`config.mk`:
```
export PLATFORM = sky130hd
export DESIGN_NAME = hostbus_front
export DESIGN_NICKNAME = d
export VERILOG_FILES = /design/src/rtl/hbf_pkg.sv /design/src/rtl/hbf_sync.sv /design/src/rtl/hbf_decode.sv /design/src/rtl/hbf_ctrl.sv /design/src/rtl/hostbus_front.sv
export SDC_FILE = /design/constraint.sdc
export NUM_CORES = 1
export LEC_CHECK = 0
export ABC_AREA = 1
export ABC_CLOCK_PERIOD_IN_PS = 2000
export BUFFER_PORTS_ARGS = -buffer_cell sky130_fd_sc_hd__buf_2
export CAP_MARGIN = 20
export CORE_UTILIZATION = 48
export DETAILED_ROUTE_END_ITERATION = 12
export PLACE_DENSITY = 0.84
export SLEW_MARGIN = 15
export SYNTH_ARGS = -nofsm -noshare
export SYNTH_HDL_FRONTEND = slang
export SYNTH_SLANG_ARGS = --single-unit
```
`constraint.sdc`:
```
create_clock -name clk -period 2 [get_ports clk]
set_input_delay 0.5 -clock clk [delete_from_list [all_inputs] [get_ports clk]]
set_output_delay 0.5 -clock clk [all_outputs]
set_load 0.02 [all_outputs]
```
`src/rtl/hbf_pkg.sv`:
```
package hbf_pkg;

    localparam int NCH    = 4;
    localparam int AW     = 3;
    localparam int DW     = 8;
    localparam int CW     = $clog2(NCH);
    localparam int SYNC_W = 2 + NCH + AW + DW;

    // idle pattern of the synchronised pin vector {rd_n, wr_n, cs_n, addr, din}
    localparam logic [SYNC_W-1:0] SYNC_IDLE = {2'b11, {NCH{1'b1}}, {(AW+DW){1'b0}}};

    typedef struct packed {
        logic          rd_act;
        logic          wr_act;
        logic          sel_ok;
        logic          multi;
        logic [CW-1:0] chan;
        logic [AW-1:0] rsel;
        logic [DW-1:0] data;
    } bus_view_t;

    function automatic int unsigned low_count(input logic [NCH-1:0] sel_n);
        int unsigned n;
        n = 0;
        for (int i = 0; i < NCH; i++) begin
            if (!sel_n[i]) n++;
        end
        return n;
    endfunction

    function automatic logic [CW-1:0] low_index(input logic [NCH-1:0] sel_n);
        logic [CW-1:0] idx;
        idx = '0;
        for (int i = NCH - 1; i >= 0; i--) begin
            if (!sel_n[i]) idx = CW'(i);
        end
        return idx;
    endfunction

endpackage

```
`src/rtl/hbf_sync.sv`:
```
module hbf_sync #(
    parameter int                W       = 8,
    parameter logic [W-1:0]      RST_VAL = '0
) (
    input  logic         clk,
    input  logic         rst,
    input  logic [W-1:0] d_async,
    output logic [W-1:0] q_sync
);
    logic [W-1:0] stage1;

    always_ff @(posedge clk) begin
        if (rst) begin
            stage1 <= RST_VAL;
            q_sync <= RST_VAL;
        end else begin
            stage1 <= d_async;
            q_sync <= stage1;
        end
    end
endmodule

```
`src/rtl/hbf_decode.sv`:
```
module hbf_decode
    import hbf_pkg::*;
(
    input  logic                mode_split,
    input  logic [SYNC_W-1:0]   pins,
    output bus_view_t           view
);
    logic          p_rd_n;
    logic          p_wr_n;
    logic [NCH-1:0] p_cs_n;
    logic [AW-1:0] p_addr;
    logic [DW-1:0] p_data;
    int unsigned   nlow;

    assign {p_rd_n, p_wr_n, p_cs_n, p_addr, p_data} = pins;
    assign nlow = low_count(p_cs_n);

    always_comb begin
        view.rsel = p_addr;
        view.data = p_data;
        if (mode_split) begin
            view.rd_act = !p_rd_n;
            view.wr_act = !p_wr_n;
            view.sel_ok = (nlow == 1);
            view.multi  = (nlow > 1);
            view.chan   = low_index(p_cs_n);
        end else begin
            view.rd_act = !p_cs_n[0] && p_wr_n;
            view.wr_act = !p_cs_n[0] && !p_wr_n;
            view.sel_ok = 1'b1;
            view.multi  = 1'b0;
            view.chan   = p_cs_n[CW:1];
        end
    end
endmodule

```
`src/rtl/hbf_ctrl.sv`:
```
module hbf_ctrl
    import hbf_pkg::*;
(
    input  logic          clk,
    input  logic          rst,
    input  bus_view_t     view,
    input  logic [DW-1:0] rf_rdata,
    output logic          req_rd,
    output logic          req_wr,
    output logic [CW-1:0] req_chan,
    output logic [AW-1:0] req_rsel,
    output logic [DW-1:0] req_wdata,
    output logic          sel_err,
    output logic [DW-1:0] bus_dout,
    output logic          bus_oe
);
    logic          rd_act_q;
    logic          wr_act_q;
    logic          wr_pend;
    logic          rd_busy;
    logic [CW-1:0] w_chan;
    logic [AW-1:0] w_rsel;
    logic [DW-1:0] w_data;
    logic          rd_start;
    logic          wr_start;
    logic          wr_end;

    assign rd_start = view.rd_act && !rd_act_q;
    assign wr_start = view.wr_act && !wr_act_q;
    assign wr_end   = !view.wr_act && wr_act_q;
    assign bus_oe   = rd_busy;

    always_ff @(posedge clk) begin
        if (rst) begin
            rd_act_q  <= 1'b0;
            wr_act_q  <= 1'b0;
            wr_pend   <= 1'b0;
            rd_busy   <= 1'b0;
            req_rd    <= 1'b0;
            req_wr    <= 1'b0;
            sel_err   <= 1'b0;
            req_chan  <= '0;
            req_rsel  <= '0;
            req_wdata <= '0;
            w_chan    <= '0;
            w_rsel    <= '0;
            w_data    <= '0;
            bus_dout  <= '0;
        end else begin
            req_rd   <= 1'b0;
            req_wr   <= 1'b0;
            sel_err  <= 1'b0;
            rd_act_q <= view.rd_act;
            wr_act_q <= view.wr_act;

            if (rd_start) begin
                if (view.multi) begin
                    sel_err <= 1'b1;
                end else if (view.sel_ok) begin
                    req_rd   <= 1'b1;
                    req_chan <= view.chan;
                    req_rsel <= view.rsel;
                    rd_busy  <= 1'b1;
                end
            end else if (!view.rd_act) begin
                rd_busy <= 1'b0;
            end

            if (wr_start) begin
                if (view.multi) sel_err <= 1'b1;
                wr_pend <= view.sel_ok && !view.multi;
            end

            if (view.wr_act) begin
                w_chan <= view.chan;
                w_rsel <= view.rsel;
                w_data <= view.data;
            end

            if (wr_end && wr_pend) begin
                req_wr    <= 1'b1;
                req_chan  <= w_chan;
                req_rsel  <= w_rsel;
                req_wdata <= w_data;
                wr_pend   <= 1'b0;
            end

            if (req_rd) bus_dout <= rf_rdata;
        end
    end

    assert_single_req_R11: assert property (@(posedge clk) disable iff (rst)
        !(req_rd && req_wr));
    assert_rd_pulse_R11: assert property (@(posedge clk) disable iff (rst)
        req_rd |=> !req_rd);
    assert_wr_pulse_R11: assert property (@(posedge clk) disable iff (rst)
        req_wr |=> !req_wr);
    assert_err_no_req_R6: assert property (@(posedge clk) disable iff (rst)
        sel_err |-> (!req_rd && !req_wr));
    assert_err_pulse_R6: assert property (@(posedge clk) disable iff (rst)
        sel_err |=> !sel_err);
    assert_oe_with_req_R9: assert property (@(posedge clk) disable iff (rst)
        $rose(bus_oe) |-> req_rd);
    assert_dout_load_R10: assert property (@(posedge clk) disable iff (rst)
        !$stable(bus_dout) |-> $past(req_rd));
endmodule

```
`src/rtl/hostbus_front.sv`:
```
module hostbus_front
    import hbf_pkg::*;
(
    input  logic           clk,
    input  logic           rst,
    input  logic           mode_split,
    input  logic           rd_n,
    input  logic           wr_n,
    input  logic [NCH-1:0] cs_n,
    input  logic [AW-1:0]  addr,
    input  logic [DW-1:0]  bus_din,
    output logic [DW-1:0]  bus_dout,
    output logic           bus_oe,
    input  logic [DW-1:0]  rf_rdata,
    output logic           req_rd,
    output logic           req_wr,
    output logic [CW-1:0]  req_chan,
    output logic [AW-1:0]  req_rsel,
    output logic [DW-1:0]  req_wdata,
    output logic           sel_err
);
    logic [SYNC_W-1:0] pins_s;
    bus_view_t         view;

    hbf_sync #(.W(SYNC_W), .RST_VAL(SYNC_IDLE)) u_sync (
        .clk     (clk),
        .rst     (rst),
        .d_async ({rd_n, wr_n, cs_n, addr, bus_din}),
        .q_sync  (pins_s)
    );

    hbf_decode u_decode (
        .mode_split (mode_split),
        .pins       (pins_s),
        .view       (view)
    );

    hbf_ctrl u_ctrl (
        .clk       (clk),
        .rst       (rst),
        .view      (view),
        .rf_rdata  (rf_rdata),
        .req_rd    (req_rd),
        .req_wr    (req_wr),
        .req_chan  (req_chan),
        .req_rsel  (req_rsel),
        .req_wdata (req_wdata),
        .sel_err   (sel_err),
        .bus_dout  (bus_dout),
        .bus_oe    (bus_oe)
    );
endmodule

```
==> results.txt <==
----------------------------------------------------
[Run status]
  Run status ... complete, no violations

[Worst setup path]
  Slowest stage cell on the critical path ... dfxtp_2
  Critical path class ... register to register
  Element type at the critical path end ... register
  CP Launch Type ... register
  Data arrival at the endpoint of the critical path ... about 2.2 ns
  Maximum fanout along the worst path ... 3
  Reg2Reg Launch Point ... u_sync.q_sync[11]
  Cell mode on critical path ... nand2_2
  Required time of the worst setup path ... roughly 2.3 ns
  Chain of cells forming the critical path ... inv_2 -> ha_4 -> inv_2 -> nand2_2 -> nand2_2 -> inv_2 -> ha_4 -> or2_4 -> nand2_4 -> nand2_2 -> nand2_2 -> nand3_4 -> nand3_2 -> nand2_1 -> nor2_1
  Count of buffer and inverter cells on the critical path ... 3
  Launch point of the critical path ... u_sync.q_sync[11]
  Peak per-stage delay on the critical path ... 0.34 ns
  Top Family by Delay on Critical Path ... simple AND/OR/NAND/NOR gates

[STA]
  Share of the clock period used by the worst path after layout ... 0.9680
  Max_slew headroom ... 0.7439
  Worst-margin pin slew ... 0.3816 ns
  Unrepaired setup endpoints after global routing ... true
  Final Hold Viols ... 0
  Final TNS setup ... 0 ns
  Crit path time final ... 1.936 ns
  Smallest setup slack after layout ... 0.06403 ns
  Count of pins over their slew limit ... 0
  Number of setup violations in the final report ... 0
  Worst Hold Margin ... between 0.3 and 0.4 ns
  Highest achievable clock rate ... 516.5 MHz
  Clock Skews ... ~0.0088 ns

[Synthesis]
  Synthesized instance count ... between 300 and 400
  Sequential area share after synthesis ... 0.5600
  Warnings, synthesis ... 0
  Share of the synthesized area in the top cell type ... 0.5600
  Largest area contributor in the synthesized netlist ... dfxtp_1
  Flop and latch count out of synthesis ... 75
  Post-Syn Nets ... 370
  Post-Syn Area per Cell ... 7.910 µm²
  Largest cells by area after synthesis ... dfxtp_1 (56%), nor2_1 (10%), inv_1 (7.0%), nand2_1 (7.0%), o21ai_0 (4.5%)
  Count of cell types in the netlist ... 20
  Netlist area before placement ... roughly 0.0027 mm²

[Pwr]
  Power spent charging and discharging nets ... 700.2 µW
  Pwr dens ... 934.6 mW/mm²
  Worst vdd ir ... 504.0 µV
  Total leakage power ... approximately 0.0017 µW
  Clock power share ... 0.432
  Fraction of power consumed by sequential logic ... 0.495
  Net switching share of the total power ... 0.2209
  Power share of the combinational group ... 0.073
  Total power ... 3170 µW
  Cell Int Power ... 2470 µW

[Global route]
  Number of global-route vias before repair ... 2037
  Wire length of the first global-routing pass ... 8466 µm
  Pin count of the biggest net entering global routing ... 40
  Global router's overall resource usage ... 0.1816
  Number of antenna violations at the first check in global routing ... 0
  Total global routing overflow ... 0

[Finish]
  Final nets ... roughly 430
  Final cell count without fillers ... 474
  # diodes ... 0
  Fraction of final layout cells sized beyond drive strength 1 ... 0.2896
  Growth of design area from synthesis to finish ... 26.50%

[Placement]
  Worst setup timing slack at the placement stage ... -0.08068 ns
  Detailed placement HPWL ... 3313 µm
  Gpl congestion ... 0.7838
  Buffers added on ports ... 52
  # placed instances ... 456

[Min path]
  Path category of the worst min-delay check ... input port to register
  Worst hold start ... cs_n[3]

[Die]
  Total core area ... 0.005238 mm²
  Initial Utilization ... 0.5119
  Vertical extent of the die ... 76.74 µm
  Std cell rows ... 26
  I/O pin count ... between 50 and 60
  Die area ... around 0.0059 mm²
  Die X ... roughly 77 µm

[Detailed routing]
  Number of vias in the routed layout ... 2160
  Antenna-violating nets left ... 0
  DR pass1 iterations ... 4
  Number of violations reported at the end of detailed-routing iteration 0 ... 118
  Per-cell routed wire length ... 10.45 µm
  Detailed-route wire length ... 4952 µm
  Number of remaining DRC errors ... 0
  Post-detailed-route via-to-cell ratio ... 4.557

[CTS]
  Count of clock tree sinks ... 75
  Clock Latency Late Sink ... 0.34 ns
  Number of hold-repair buffers added at the cts stage ... 0
  CTS H-Tree Depth ... 3
  Number of buffers on the longest clock path ... 2
  TritonCTS clock tree ... built
  Post-CTS clock slew at the launch and capture registers of the worst setup and hold paths ... 0.07 ns
  Number of buffers added by the clock tree synthesis step ... 9
  Clock root buffer ... clkbuf_8

[Run]
  Number of maximum-capacitance constraint violations ... 0

----------------------------------------------------
layer usage:
metal	routed length [µm]	vias up	track usage
met5	0	-	0
met4	161	0	0.1269
met3	208	14	0.03810
met2	2408	59	0.3134
met1	2173	938	0.1977
li1	-	1149	-
cell type report:
| type | count | area (µm²) |
|---|---|---|
| Fill cell | 430 | 1846 |
| Sequential cell | 75 | 1504 |
| Multi-Input combinational cell | 201 | 1037 |
| Timing Repair Buffer | 62 | 335.3 |
| Inverter | 51 | 191.4 |
| Clock buffer | 9 | 123.9 |
| Clock inverter | 6 | 112.6 |
| Tap cell | 70 | 87.58 |
cell usage in the layout (no fill, tap or decap), drive strengths merged:
cell,netlist,final
a21oi,9,9
buf,3,62
bufinv,0,3
clkbuf,9,9
clkinv,0,2
dfxtp,75,75
ha,3,3
inv,51,52
nand2,51,51
nand3,21,21
nor2,73,73
o2111ai,1,1
o21ai,29,29
o22ai,1,1
or2,13,13
synth_stat cells:
| cell | instances |
|---|---|
| dfxtp_1 | 75 |
| nor2_1 | 72 |
| inv_1 | 50 |
| nand2_1 | 50 |
| o21ai_0 | 24 |
| nand3_1 | 21 |
| or2_2 | 13 |
| a21oi_1 | 9 |
| clkbuf_1 | 9 |
| ha_1 | 3 |
| o21ai_2 | 3 |
| buf_6 | 2 |
| buf_2 | 1 |
| inv_2 | 1 |
| nand2_2 | 1 |
| nor2_4 | 1 |
| o2111ai_1 | 1 |
| o21ai_1 | 1 |
| o21ai_4 | 1 |
| o22ai_1 | 1 |
cells by family after synthesis:
group           share of synthesized area
compound gates                    0.08493
fa+ha+maj                         0.01400
buf+inv                           0.09426
flops                              0.5600
simple gates                       0.2469
path summary, 6_finish.rpt:
check	cells after the start	to	slack (ns)
setup / recovery	15	u_ctrl.req_chan[0]	0.06
hold / removal	2	u_sync.stage1[14]	0.34
setup reg to reg	15	u_ctrl.req_chan[0]	0.06
hold reg to reg	2	u_sync.q_sync[6]	0.40
through the flow:
step / cell area (µm²) / utilization
after floorplan: 2701 / -
after global placement: 3040 / 0.5805
after detailed placement: 3040 / 0.5805
after CTS: 3324 / 0.6347
after global routing: 3392 / 0.6476
final: 3392 / 0.6476
sequential cells by signal, indices dropped and copies added (netlist names), 2 cells and up:
name	cells
u_sync.stage1	17
u_ctrl.bus_dout	8
u_sync.q_sync	17
u_ctrl.w_data	8
u_ctrl.req_chan	2
u_ctrl.req_rsel	3
u_ctrl.w_rsel	3
u_ctrl.req_wdata	8
u_ctrl.w_chan	2
power groups by stage:
stage          Clock [µW]  Sequential (µW)  Combinational (µW)
4_1_cts              1390             1570                 217
5_1_grt              1440             1580                 260
3_3_place_gp            0             1600                 197
2_1_floorplan           0             1610                 126
3_5_place_dp            0             1600                 205
6_report             1370             1570                 232
worst reg2reg max path, stage by stage (launching register included):
cell	delay, ns
dfxtp_2	0.34
inv_2	0.06
ha_4	0.28
inv_2	0.03
nand2_2	0.06
nand2_2	0.06
inv_2	0.07
ha_4	0.20
or2_4	0.25
nand2_4	0.08
nand2_2	0.05
nand2_2	0.09
nand3_4	0.09
nand3_2	0.08
nand2_1	0.05
nor2_1	0.10
repair_timing:
item | 4_1_cts | 5_1_grt
buffers inserted | 2 | 2
pin swaps | 6 | 11
hold endpoints to repair | 0 | 0
setup endpoints to repair | 7 | 7
resized for setup | 10 | 14
Note: power is estimated with default switching activity, not from simulation.
